==> config.mk <==
export PLATFORM = sky130hd
export DESIGN_NAME = ga_offspring_unit
export DESIGN_NICKNAME = d
export VERILOG_FILES = /design/src/rtl/ga_pkg.sv /design/src/rtl/ga_prng.sv /design/src/rtl/ga_dup_hist.sv /design/src/rtl/ga_stag_ctr.sv /design/src/rtl/ga_offspring_unit.sv
export SDC_FILE = /design/constraint.sdc
export NUM_CORES = 2
export LEC_CHECK = 0
export ABC_AREA = 1
export CORE_UTILIZATION = 30
export CTS_CLUSTER_DIAMETER = 100
export CTS_CLUSTER_SIZE = 16
export DETAILED_ROUTE_END_ITERATION = 12
export GPL_ROUTABILITY_DRIVEN = 1
export SLEW_MARGIN = 10
export SYNTH_ARGS = -nofsm -noshare
export SYNTH_HDL_FRONTEND = slang
export SYNTH_SLANG_ARGS = --single-unit
==> constraint.sdc <==
create_clock -name clk -period 12.06 [get_ports clk]
set_input_delay 1.206 -clock clk [delete_from_list [all_inputs] [get_ports clk]]
set_output_delay 1.206 -clock clk [all_outputs]
set_load 0.05 [all_outputs]
==> src/rtl/ga_pkg.sv <==
package ga_pkg;

  typedef enum logic [3:0] {
    S_IDLE,
    S_SEL_A,
    S_SEL_B,
    S_RD_A,
    S_RD_B,
    S_CAP_B,
    S_XO,
    S_MUT,
    S_MUTV,
    S_DUP,
    S_RAND,
    S_EMIT
  } ga_state_e;

  function automatic logic [15:0] prng_step(input logic [15:0] s);
    return {s[14:0], s[15] ^ s[13] ^ s[12] ^ s[10]};
  endfunction

endpackage

==> src/rtl/ga_prng.sv <==
module ga_prng #(
  parameter logic [15:0] SEED = 16'hACE1
) (
  input  logic        clk,
  input  logic        rst_n,
  input  logic        adv,
  output logic [15:0] value
);
  import ga_pkg::*;

  logic [15:0] st_q, st_d;

  always_comb begin
    st_d = st_q;
    if (adv) st_d = prng_step(st_q);
  end

  always_ff @(posedge clk or negedge rst_n) begin
    if (!rst_n) st_q <= SEED;
    else        st_q <= st_d;
  end

  assign value = st_q;

  // a maximal-length register seeded non-zero never reaches zero
  a_r2_state_nonzero: assert property (@(posedge clk) disable iff (!rst_n)
    st_q != 16'h0000);

endmodule

==> src/rtl/ga_dup_hist.sv <==
module ga_dup_hist #(
  parameter int W     = 32,
  parameter int DEPTH = 16
) (
  input  logic         clk,
  input  logic         rst_n,
  input  logic         clr,
  input  logic         push,
  input  logic [W-1:0] push_data,
  input  logic [W-1:0] probe,
  output logic         hit
);
  localparam int PTR_W = (DEPTH > 1) ? $clog2(DEPTH) : 1;

  logic [W-1:0]     ent_q [DEPTH];
  logic [DEPTH-1:0] vld_q, vld_d;
  logic [PTR_W-1:0] ptr_q, ptr_d;
  logic [DEPTH-1:0] match;

  always_comb begin
    vld_d = vld_q;
    ptr_d = ptr_q;
    if (clr) begin
      vld_d = '0;
      ptr_d = '0;
    end else if (push) begin
      vld_d[ptr_q] = 1'b1;
      ptr_d = (ptr_q == PTR_W'(DEPTH - 1)) ? '0 : ptr_q + 1'b1;
    end
  end

  always_ff @(posedge clk or negedge rst_n) begin
    if (!rst_n) begin
      vld_q <= '0;
      ptr_q <= '0;
    end else begin
      vld_q <= vld_d;
      ptr_q <= ptr_d;
    end
  end

  genvar gi;
  generate
    for (gi = 0; gi < DEPTH; gi++) begin : g_ent
      always_ff @(posedge clk or negedge rst_n) begin
        if (!rst_n)                                  ent_q[gi] <= '0;
        else if (push && !clr && ptr_q == PTR_W'(gi)) ent_q[gi] <= push_data;
      end
      assign match[gi] = vld_q[gi] && (ent_q[gi] == probe);
    end
  endgenerate

  assign hit = |match;

  // a push always lands in a slot and marks it valid
  a_r7_push_marks_valid: assert property (@(posedge clk) disable iff (!rst_n)
    (push && !clr) |=> (vld_q != '0));

endmodule

==> src/rtl/ga_stag_ctr.sv <==
module ga_stag_ctr #(
  parameter int LIMIT = 25
) (
  input  logic clk,
  input  logic rst_n,
  input  logic clr,
  input  logic inc,
  output logic last
);
  localparam int CNT_W = $clog2(LIMIT + 1);

  logic [CNT_W-1:0] cnt_q, cnt_d;

  always_comb begin
    cnt_d = cnt_q;
    if (clr)                             cnt_d = '0;
    else if (inc && cnt_q < CNT_W'(LIMIT)) cnt_d = cnt_q + 1'b1;
  end

  always_ff @(posedge clk or negedge rst_n) begin
    if (!rst_n) cnt_q <= '0;
    else        cnt_q <= cnt_d;
  end

  assign last = (cnt_q == CNT_W'(LIMIT - 1));

  // the count never runs past the limit
  a_r10_count_bound: assert property (@(posedge clk) disable iff (!rst_n)
    cnt_q <= CNT_W'(LIMIT));

endmodule

==> src/rtl/ga_offspring_unit.sv <==
module ga_offspring_unit #(
  parameter int          POP_SIZE   = 500,
  parameter int          NUM_GENES  = 8,
  parameter int          GENE_W     = 4,
  parameter int          SCORE_W    = 8,
  parameter int          PC_Q16     = 32768,
  parameter int          PM_Q16     = 1966,
  parameter int          STAG_LIMIT = 25,
  parameter int          HIST_DEPTH = 16,
  parameter int          MAX_RETRY  = 4,
  parameter logic [15:0] SEED       = 16'hACE1,
  localparam int CHROM_W = NUM_GENES * GENE_W,
  localparam int WORD_W  = CHROM_W + SCORE_W,
  localparam int IDX_W   = (POP_SIZE > 1) ? $clog2(POP_SIZE) : 1
) (
  input  logic               clk,
  input  logic               rst_n,
  input  logic               start,
  output logic               rd_en,
  output logic [IDX_W-1:0]   rd_addr,
  input  logic [WORD_W-1:0]  rd_data,
  output logic               wr_en,
  output logic [IDX_W-1:0]   wr_addr,
  output logic [WORD_W-1:0]  wr_data,
  output logic               off_valid,
  output logic [CHROM_W-1:0] off_chrom,
  input  logic               score_valid,
  input  logic [SCORE_W-1:0] score,
  output logic               cycle_done
);
  import ga_pkg::*;

  localparam int LOC_W   = (NUM_GENES > 1) ? $clog2(NUM_GENES) : 1;
  localparam int RETRY_W = $clog2(MAX_RETRY + 2);

  ga_state_e           state_q, state_d;
  logic [IDX_W-1:0]    idx_a_q, idx_a_d, idx_b_q, idx_b_d;
  logic [WORD_W-1:0]   par_a_q, par_a_d, par_b_q, par_b_d;
  logic [CHROM_W-1:0]  child_q, child_d;
  logic [LOC_W-1:0]    loc_q, loc_d;
  logic [RETRY_W-1:0]  retry_q, retry_d;
  logic                wr_en_q, wr_en_d;
  logic [IDX_W-1:0]    wr_addr_q, wr_addr_d;
  logic [WORD_W-1:0]   wr_data_q, wr_data_d;
  logic                done_q, done_d;

  logic                adv;
  logic [15:0]         draw;
  logic [IDX_W-1:0]    draw_idx;
  logic                xo_take_b, mut_hit;
  logic                loc_last;
  logic                dup_hit, hist_push, hist_clr;
  logic                stag_clr, stag_inc, stag_last;
  logic                worst_is_b;
  logic [IDX_W-1:0]    worst_idx;
  logic [SCORE_W-1:0]  worst_score;

  // ---------------------------------------------------------------
  // Sub-blocks
  // ---------------------------------------------------------------
  ga_prng #(.SEED(SEED)) u_prng (
    .clk   (clk),
    .rst_n (rst_n),
    .adv   (adv),
    .value (draw)
  );

  ga_dup_hist #(.W(CHROM_W), .DEPTH(HIST_DEPTH)) u_hist (
    .clk       (clk),
    .rst_n     (rst_n),
    .clr       (hist_clr),
    .push      (hist_push),
    .push_data (child_q),
    .probe     (child_q),
    .hit       (dup_hit)
  );

  ga_stag_ctr #(.LIMIT(STAG_LIMIT)) u_stag (
    .clk   (clk),
    .rst_n (rst_n),
    .clr   (stag_clr),
    .inc   (stag_inc),
    .last  (stag_last)
  );

  // ---------------------------------------------------------------
  // Derived random decisions
  // ---------------------------------------------------------------
  assign draw_idx  = IDX_W'(({16'h0000, draw} * 32'(POP_SIZE)) >> 16);
  assign xo_take_b = ({1'b0, draw} < 17'(PC_Q16));
  assign mut_hit   = ({1'b0, draw} < 17'(PM_Q16));
  assign loc_last  = (loc_q == LOC_W'(NUM_GENES - 1));

  // weaker parent; a tie selects the first parent
  assign worst_is_b  = (par_b_q[SCORE_W-1:0] < par_a_q[SCORE_W-1:0]);
  assign worst_idx   = worst_is_b ? idx_b_q : idx_a_q;
  assign worst_score = worst_is_b ? par_b_q[SCORE_W-1:0] : par_a_q[SCORE_W-1:0];

  // ---------------------------------------------------------------
  // Next-state logic
  // ---------------------------------------------------------------
  always_comb begin
    state_d   = state_q;
    idx_a_d   = idx_a_q;
    idx_b_d   = idx_b_q;
    par_a_d   = par_a_q;
    par_b_d   = par_b_q;
    child_d   = child_q;
    loc_d     = loc_q;
    retry_d   = retry_q;
    wr_en_d   = 1'b0;
    wr_addr_d = wr_addr_q;
    wr_data_d = wr_data_q;
    done_d    = 1'b0;
    adv       = 1'b0;
    rd_en     = 1'b0;
    rd_addr   = idx_a_q;
    hist_push = 1'b0;
    hist_clr  = 1'b0;
    stag_clr  = 1'b0;
    stag_inc  = 1'b0;

    case (state_q)
      S_IDLE: begin
        if (start) begin
          hist_clr = 1'b1;
          stag_clr = 1'b1;
          state_d  = S_SEL_A;
        end
      end

      S_SEL_A: begin
        adv     = 1'b1;
        idx_a_d = draw_idx;
        state_d = S_SEL_B;
      end

      S_SEL_B: begin
        adv = 1'b1;
        if (draw_idx != idx_a_q) begin
          idx_b_d = draw_idx;
          state_d = S_RD_A;
        end
      end

      S_RD_A: begin
        rd_en   = 1'b1;
        rd_addr = idx_a_q;
        state_d = S_RD_B;
      end

      S_RD_B: begin
        rd_en   = 1'b1;
        rd_addr = idx_b_q;
        par_a_d = rd_data;
        state_d = S_CAP_B;
      end

      S_CAP_B: begin
        par_b_d = rd_data;
        loc_d   = '0;
        state_d = S_XO;
      end

      S_XO: begin
        adv = 1'b1;
        child_d[loc_q*GENE_W +: GENE_W] = xo_take_b
          ? par_b_q[SCORE_W + loc_q*GENE_W +: GENE_W]
          : par_a_q[SCORE_W + loc_q*GENE_W +: GENE_W];
        state_d = S_MUT;
      end

      S_MUT: begin
        adv = 1'b1;
        if (mut_hit) begin
          state_d = S_MUTV;
        end else if (loc_last) begin
          retry_d = '0;
          state_d = S_DUP;
        end else begin
          loc_d   = loc_q + 1'b1;
          state_d = S_XO;
        end
      end

      S_MUTV: begin
        adv = 1'b1;
        child_d[loc_q*GENE_W +: GENE_W] = draw[GENE_W-1:0];
        if (loc_last) begin
          retry_d = '0;
          state_d = S_DUP;
        end else begin
          loc_d   = loc_q + 1'b1;
          state_d = S_XO;
        end
      end

      S_DUP: begin
        if (!dup_hit) begin
          state_d = S_EMIT;
        end else if (retry_q < RETRY_W'(MAX_RETRY)) begin
          retry_d = retry_q + 1'b1;
          loc_d   = '0;
          state_d = S_RAND;
        end else begin
          stag_inc = 1'b1;
          if (stag_last) begin
            done_d  = 1'b1;
            state_d = S_IDLE;
          end else begin
            state_d = S_SEL_A;
          end
        end
      end

      S_RAND: begin
        adv = 1'b1;
        child_d[loc_q*GENE_W +: GENE_W] = draw[GENE_W-1:0];
        if (loc_last) begin
          state_d = S_DUP;
        end else begin
          loc_d = loc_q + 1'b1;
        end
      end

      S_EMIT: begin
        if (score_valid) begin
          hist_push = 1'b1;
          if (score > worst_score) begin
            wr_en_d   = 1'b1;
            wr_addr_d = worst_idx;
            wr_data_d = {child_q, score};
            stag_clr  = 1'b1;
            state_d   = S_SEL_A;
          end else begin
            stag_inc = 1'b1;
            if (stag_last) begin
              done_d  = 1'b1;
              state_d = S_IDLE;
            end else begin
              state_d = S_SEL_A;
            end
          end
        end
      end

      default: state_d = S_IDLE;
    endcase
  end

  // ---------------------------------------------------------------
  // Registers
  // ---------------------------------------------------------------
  always_ff @(posedge clk or negedge rst_n) begin
    if (!rst_n) begin
      state_q   <= S_IDLE;
      idx_a_q   <= '0;
      idx_b_q   <= '0;
      par_a_q   <= '0;
      par_b_q   <= '0;
      child_q   <= '0;
      loc_q     <= '0;
      retry_q   <= '0;
      wr_en_q   <= 1'b0;
      wr_addr_q <= '0;
      wr_data_q <= '0;
      done_q    <= 1'b0;
    end else begin
      state_q   <= state_d;
      idx_a_q   <= idx_a_d;
      idx_b_q   <= idx_b_d;
      par_a_q   <= par_a_d;
      par_b_q   <= par_b_d;
      child_q   <= child_d;
      loc_q     <= loc_d;
      retry_q   <= retry_d;
      wr_en_q   <= wr_en_d;
      wr_addr_q <= wr_addr_d;
      wr_data_q <= wr_data_d;
      done_q    <= done_d;
    end
  end

  assign wr_en      = wr_en_q;
  assign wr_addr    = wr_addr_q;
  assign wr_data    = wr_data_q;
  assign cycle_done = done_q;
  assign off_valid  = (state_q == S_EMIT);
  assign off_chrom  = child_q;

  // ---------------------------------------------------------------
  // Assertions
  // ---------------------------------------------------------------
  // the two parent reads of one offspring never use the same index
  a_r3_distinct_parents: assert property (@(posedge clk) disable iff (!rst_n)
    (rd_en && $past(rd_en)) |-> (rd_addr != $past(rd_addr)));

  // a presented child never matches the offspring history
  a_r7_emit_unique: assert property (@(posedge clk) disable iff (!rst_n)
    off_valid |-> !dup_hit);

  // replacement attempts stay within the bound
  a_r8_retry_bound: assert property (@(posedge clk) disable iff (!rst_n)
    retry_q <= RETRY_W'(MAX_RETRY));

  // a write only follows an accepted score
  a_r9_write_after_score: assert property (@(posedge clk) disable iff (!rst_n)
    wr_en |-> $past(off_valid && score_valid));

  // the presented child holds until its score arrives
  a_r9_hold_child: assert property (@(posedge clk) disable iff (!rst_n)
    (off_valid && !score_valid) |=> (off_valid && $stable(off_chrom)));

  // completion is a single-cycle pulse
  a_r10_done_pulse: assert property (@(posedge clk) disable iff (!rst_n)
    cycle_done |=> !cycle_done);

endmodule

**Yosys cells after proc, flatten, opt, wreduce, memory -nomap -nowiden**

Cells that the tools add are included.

- Bits of input ports: 52
- Output and inout bits: 94
- Logic and storage cells: 218
- Flip-flop bits (word level): 744

- Multiplexer cells: 58
- Multiply operators: 1
- Equality and inequality tests: 52
- Shift operators: 5
- Bitwise operators: 4
- Reduce and logical (&&, ||, !) cells: 52
- Add/sub/neg operators: 6
- Order comparisons: 8

Operators by type and width:

| cell | number |
|---|---|
| $eq A32 B32 Y1 | 16 |
| $shiftx A4 B34 Y32 | 2 |
| $bwmux W32 | 2 |
| $pmux W32 S2 | 1 |
| $mux W4 | 13 |
| $eq A4 B4 Y1 const B | 12 |
| $pmux W4 S12 | 1 |
| $shiftx A40 B33 Y4 | 1 |
| $shiftx A40 B7 Y4 | 1 |
| $logic_and A1 B1 Y1 | 35 |
| $neg A5 Y34 | 1 |
| $shift A4 B34 Y32 const A | 1 |
| $eq A4 B3 Y1 const B | 8 |
| $mux W16 | 2 |
| $mux W3 | 8 |
| $mul A16 B7 Y23 const B | 1 |
| $mux W1 | 20 |
| $mux W9 | 2 |
| $eq A4 B2 Y1 const B | 4 |
| $lt A16 B11 Y1 const B | 1 |
| $lt A16 B16 Y1 const B | 1 |
| $or A16 B16 Y16 | 1 |
| $reduce_or A16 Y1 | 1 |
| $ne A2 B2 Y1 const B | 6 |
| 32 further kinds | 45 |

**Longest topological paths before layout**

- Word-level depth: 9
- Depth in mapped cells: 26
- Gate-level depth less buffers: 25

**By module**

From an unflattened synthesis, not the netlist that was laid out.

- Cell total of the unflattened synthesis: 5,242
- Area, all modules: 40,314.9 um^2

Modules (own cells, without submodules):

| module | cells each | times used | area each (um^2) | seq. area each (um^2) |
|---|---|---|---|---|
| ga_dup_hist | 3,572 | 1 | 27,098.5 | 13,312.8 |
| ga_offspring_unit | 1,544 | 1 | 12,140.4 | 4,779.6 |
| ga_prng | 76 | 1 | 714.4 | 410.4 |
| ga_stag_ctr | 50 | 1 | 361.6 | 125.1 |

**Worst setup path after synthesis**

OpenSTA, ideal clock, no wires.

- Path kind: flip-flop to flip-flop
- Start point: reg u_prng.st_q[10], in the netlist u_prng.value[10]
- End point: reg idx_b_q[2]
- Cell stages (with the launch flop): 23
- Data arrival time: 4,766 ps
- Required time: 11,931 ps
- Clock period less this slack: 4,895 ps
- Setup time: 129 ps
- Slack: 7,165 ps
- Buffers on the path: 1
- Cells stage by stage: dfstp_2 -> inv_1 -> fa_1 -> fa_1 -> inv_1 -> fa_1 -> inv_1 -> fa_1 -> inv_1 -> ha_1 -> a21o_1 -> or2_1 -> a21oi_1 -> nand2_1 -> xor2_1 -> o21ai_1 -> nor2_1 -> nand3_1 -> nor2_2 -> nand2_2 -> nand2_4 -> buf_6 -> o21ai_1

- Longest elaborated chain between the ends: 3

Ends and longest elaborated chain:

| item | RTL line | text |
|---|---|---|
| start, declared | ga_prng.sv:11 | `logic [15:0] st_q, st_d;` |
| start signal, assigned | ga_prng.sv:20 | `else st_q <= st_d;` |
| $mul A16 B7 Y23 (*) | ga_offspring_unit.sv:89 | `assign draw_idx = IDX_W'(({16'h0000, draw} * 32'(POP_SIZE)) >> 16);` |
| $ne A9 B9 Y1 | ga_offspring_unit.sv:140 | `if (draw_idx != idx_a_q) begin` |
| $reduce_and A2 Y1 (no source line) | -- |  |
| end signal, assigned | ga_offspring_unit.sv:271 | `idx_b_q <= idx_b_d;` |
| end, declared | ga_offspring_unit.sv:37 | `logic [IDX_W-1:0] idx_a_q, idx_a_d, idx_b_q, idx_b_d;` |

Every way passes the cells marked *; elsewhere a longest branch is shown, timed or not.
A chain may end at the register's enable or synchronous reset.

**Final worst setup path**

- Start point: reg u_prng.st_q[10], in the netlist u_prng.value[10]
- End point: reg idx_b_q[4]

Same word-level chain as after synthesis.

==> impl_metrics.json <==
{
  "status": "finished clean",
  "synth_top_area_cell": "sky130_fd_sc_hd__dfrtp_1",
  "synth_seq_area_share_pct": 47.1,
  "maximum_fanout_count_along_the_critical_path": 13,
  "post_synth.cell_area_avg_um2": 7.78,
  "peakVddDrop_v": 0.000127,
  "finalSetupTns_ns": 0,
  "clock_sinks": 744,
  "grt.overflow.total": 0,
  "maximum_root_to_sink_buffer_count": 3,
  "clk_transition_reported_paths_ns": 0.08,
  "cellPowerDensity_nw_per_um2": 162,
  "synth-main-ff-cell": "sky130_fd_sc_hd__dfrtp_1",
  "tritoncts_clock_tree": "yes",
  "num_antenna_cells": 0,
  "whs_path_depth": 2,
  "drt_first_pass_iters": 7,
  "chipHeight_um": 365,
  "drt-vias-per-instance": 4.89,
  "ctsResizeCount": 0,
  "cts_inserted_buffers": 53,
  "floorplan.die_area_um2": 133000,
  "yosys_warnings": 0,
  "wl_per_cell_um": 18.9,
  "drive_above_1_share_pct": 4.48,
  "crit_required_ns": 12.68,
  "clock_latency_of_the_later_clocked_register_in_the_worst_skew_pair_ns": 0.69,
  "clock.fmax_mhz": 190,
  "post_synthesis_cell_count": 5077,
  "max-cap-violations": 0,
  "die_x_um": 365,
  "cts_root_buf": "sky130_fd_sc_hd__clkbuf_16",
  "std_cell_rows": 132,
  "placeableCoreArea_um2": 130000,
  "h-tree-depth": 2,
  "starting_density_pct": 30.4,
  "post_synth_main_area_contributors": "sky130_fd_sc_hd__dfrtp_1, sky130_fd_sc_hd__nand2_1, sky130_fd_sc_hd__o21ai_0, sky130_fd_sc_hd__inv_1, sky130_fd_sc_hd__nor2_1",
  "routed_wl_um": 129000,
  "ff_latch_count_synth": 744,
  "max_slew.worst_pin.slew_ns": 1.12,
  "drc": 0,
  "final.setup_skew_ns": 0.0557,
  "worst_hold_slack_ns": 0.471,
  "max_slew_margin_pct": 25.0,
  "critPathArrivalTime_ns": 5.89,
  "io_pins": 146,
  "vias": 33300,
  "post-route-period-util_pct": 43.8,
  "mappedNetlistNets": 5264,
  "worstHoldPathType": "flip-flop to flip-flop",
  "grt_util_all_layers_pct": 19.5,
  "post-synth-top-area-fraction_pct": 46.6,
  "grt_pass1_vias": 31100,
  "synth-edff-count": 0,
  "antenna_found_initial": 3,
  "detailedPlacementHpwl_um": 80800,
  "layout.nets": 5239,
  "drt_iter0_drc": 3641,
  "holdBufCountCts": 0,
  "post_synth_num_cell_types": 52,
  "area_growth_syn_to_layout_pct": 11.2,
  "p_leak_nw": 20.3,
  "io_buffers": 145,
  "criticalPathCategory": "flip-flop to flip-flop",
  "post-route-cell-area_um2": 43900,
  "grt_max_degree": 166,
  "gpl.final_weighted_congestion": 0.856,
  "crit_path_launch_type": "flip-flop",
  "count_leader_synth": "sky130_fd_sc_hd__nand2_1",
  "period_minus_slack_ns": 5.28,
  "grt_setup_unrepaired": "false",
  "final_max_slew_viol_count": 0,
  "r2r.worst_path.cells": 23,
  "hold_viol_final": 0,
  "post_synthesis_cell_area_um2": 39500,
  "cts.repair_timing.setup_buffer_count": 0,
  "post_synth_most_frequent_cells": "sky130_fd_sc_hd__nand2_1, sky130_fd_sc_hd__o21ai_0, sky130_fd_sc_hd__dfrtp_1",
  "grt_pass1_wl_um": 197000,
  "ys_async_sr_fraction_pct": 100,
  "postRouteAntennaNets": 0,
  "endpoint_kind": "flip-flop",
  "dpl-instance-area_um2": 42500,
  "fillCellCount": 13900,
  "setup_viol_count_final": 0
}
flip-flops by register name (all words and copies together) (netlist names), 16 cells and up:
signal,cells
par_a_q,40
off_chrom,32
u_hist.vld_q,16
u_hist.ent_q,512
wr_data,40
u_prng.value,16
par_b_q,40
power breakdown:
group | switching, mW | internal (mW)
Sequential | 0.120 | 2.69
Clock | 0.932 | 0.799
Combinational | 1.86 | 0.702
Total | 2.91 | 4.20
cell families (layout without fill, tap and decap cells):
logic type,Yosys count,in the layout,synth area share [%]
compound gates,1062,1062,13.9
xor+xnor,185,185,4.19
fa+ha+maj,135,135,5.28
buf+inv,747,734,7.68
flops,744,744,47.1
mux,1,1,0.0285
simple gates,2203,2203,21.7
worst max-delay path: stages, from the launching register on:
cell and delay (ns):
sky130_fd_sc_hd__dfstp_2 0.59, sky130_fd_sc_hd__inv_1 0.16, sky130_fd_sc_hd__fa_1 0.52, sky130_fd_sc_hd__fa_1 0.55, sky130_fd_sc_hd__inv_1 0.06, sky130_fd_sc_hd__fa_1 0.53, sky130_fd_sc_hd__inv_1 0.05, sky130_fd_sc_hd__fa_1 0.49
sky130_fd_sc_hd__inv_1 0.04, sky130_fd_sc_hd__ha_1 0.35, sky130_fd_sc_hd__nand2_1 0.19, sky130_fd_sc_hd__a21oi_1 0.07, sky130_fd_sc_hd__or2_1 0.23, sky130_fd_sc_hd__a21oi_1 0.12, sky130_fd_sc_hd__nand2_1 0.08, sky130_fd_sc_hd__xor2_1 0.28
sky130_fd_sc_hd__o21ai_1 0.10, sky130_fd_sc_hd__nor2_1 0.09, sky130_fd_sc_hd__nand3_1 0.08, sky130_fd_sc_hd__nor2_2 0.15, sky130_fd_sc_hd__nand2_2 0.13, sky130_fd_sc_hd__nand2_4 0.19, sky130_fd_sc_hd__nand2_1 0.07, sky130_fd_sc_hd__o21ai_1 0.07
layout by cell type, fill, tap and decap left out, types with 4 or more instances in the layout:
cell type / instances
sky130_fd_sc_hd__nand3_1: 107
sky130_fd_sc_hd__o21ai_0: 868
sky130_fd_sc_hd__xor2_1: 94
sky130_fd_sc_hd__a31oi_1: 4
sky130_fd_sc_hd__nor3_1: 34
sky130_fd_sc_hd__o21bai_1: 4
sky130_fd_sc_hd__a21oi_1: 54
sky130_fd_sc_hd__clkdlybuf4s50_1: 144
sky130_fd_sc_hd__nand4_1: 17
sky130_fd_sc_hd__dfstp_2: 8
sky130_fd_sc_hd__buf_4: 78
sky130_fd_sc_hd__nor2_1: 354
sky130_fd_sc_hd__clkbuf_1: 8
sky130_fd_sc_hd__clkinv_1: 6
sky130_fd_sc_hd__dfrtp_1: 736
sky130_fd_sc_hd__nor2_2: 6
sky130_fd_sc_hd__inv_1: 401
sky130_fd_sc_hd__o31ai_1: 10
sky130_fd_sc_hd__nand2_1: 1643
sky130_fd_sc_hd__fa_1: 53
sky130_fd_sc_hd__nand2_2: 20
sky130_fd_sc_hd__o21ai_1: 63
sky130_fd_sc_hd__inv_2: 33
sky130_fd_sc_hd__o22ai_1: 9
sky130_fd_sc_hd__o211ai_1: 33
sky130_fd_sc_hd__ha_1: 82
sky130_fd_sc_hd__clkbuf_16: 53
sky130_fd_sc_hd__nand3_2: 7
sky130_fd_sc_hd__xnor2_1: 88
metal layers:
layer  vias up  part of all wire, %  global-route usage, %
met5         -                    0                      0
met4         0                  2.8                   5.40
met3       185                  8.7                   3.65
met2      1140                   44                   30.1
met1     16000                   45                   27.6
li1      15900                    -                      -
final cells by class:
type | count | area (um2) | share of cell area [%]
tap | 1742 | 2180 | 4.96
inverter | 441 | 1660 | 3.77
multi-input combinational | 3586 | 17900 | 40.8
clock buffer | 61 | 1360 | 3.09
sequential | 744 | 18600 | 42.4
timing repair buffer | 226 | 2100 | 4.79
clock inverter | 6 | 88.8 | 0.202
path summary, 6_finish.rpt:
check / start / to / slack [ns]
max reg2reg: u_prng.value[10] / idx_b_q[4] / 6.78
min reg2reg: par_a_q[24] / par_a_q[24] / 0.47
max in group asynchronous: rst_n / wr_data[2] / 9.27
max: u_prng.value[10] / idx_b_q[4] / 6.78
min in group asynchronous: rst_n / wr_data[14] / 0.52
min: par_a_q[24] / par_a_q[24] / 0.47
through the flow:
stage,power [mW],utilization [%],cells,worst slack [ns]
finish,7.11,33.7,6806,6.78
global route,7.51,33.7,6806,6.28
CTS,7.14,33.7,6806,6.75
detailed placement,5.40,32.6,6739,6.77
global placement,5.38,32.6,6739,6.74
floorplan,4.42,-,5077,7.17
Power figures use the tool's default switching activity.
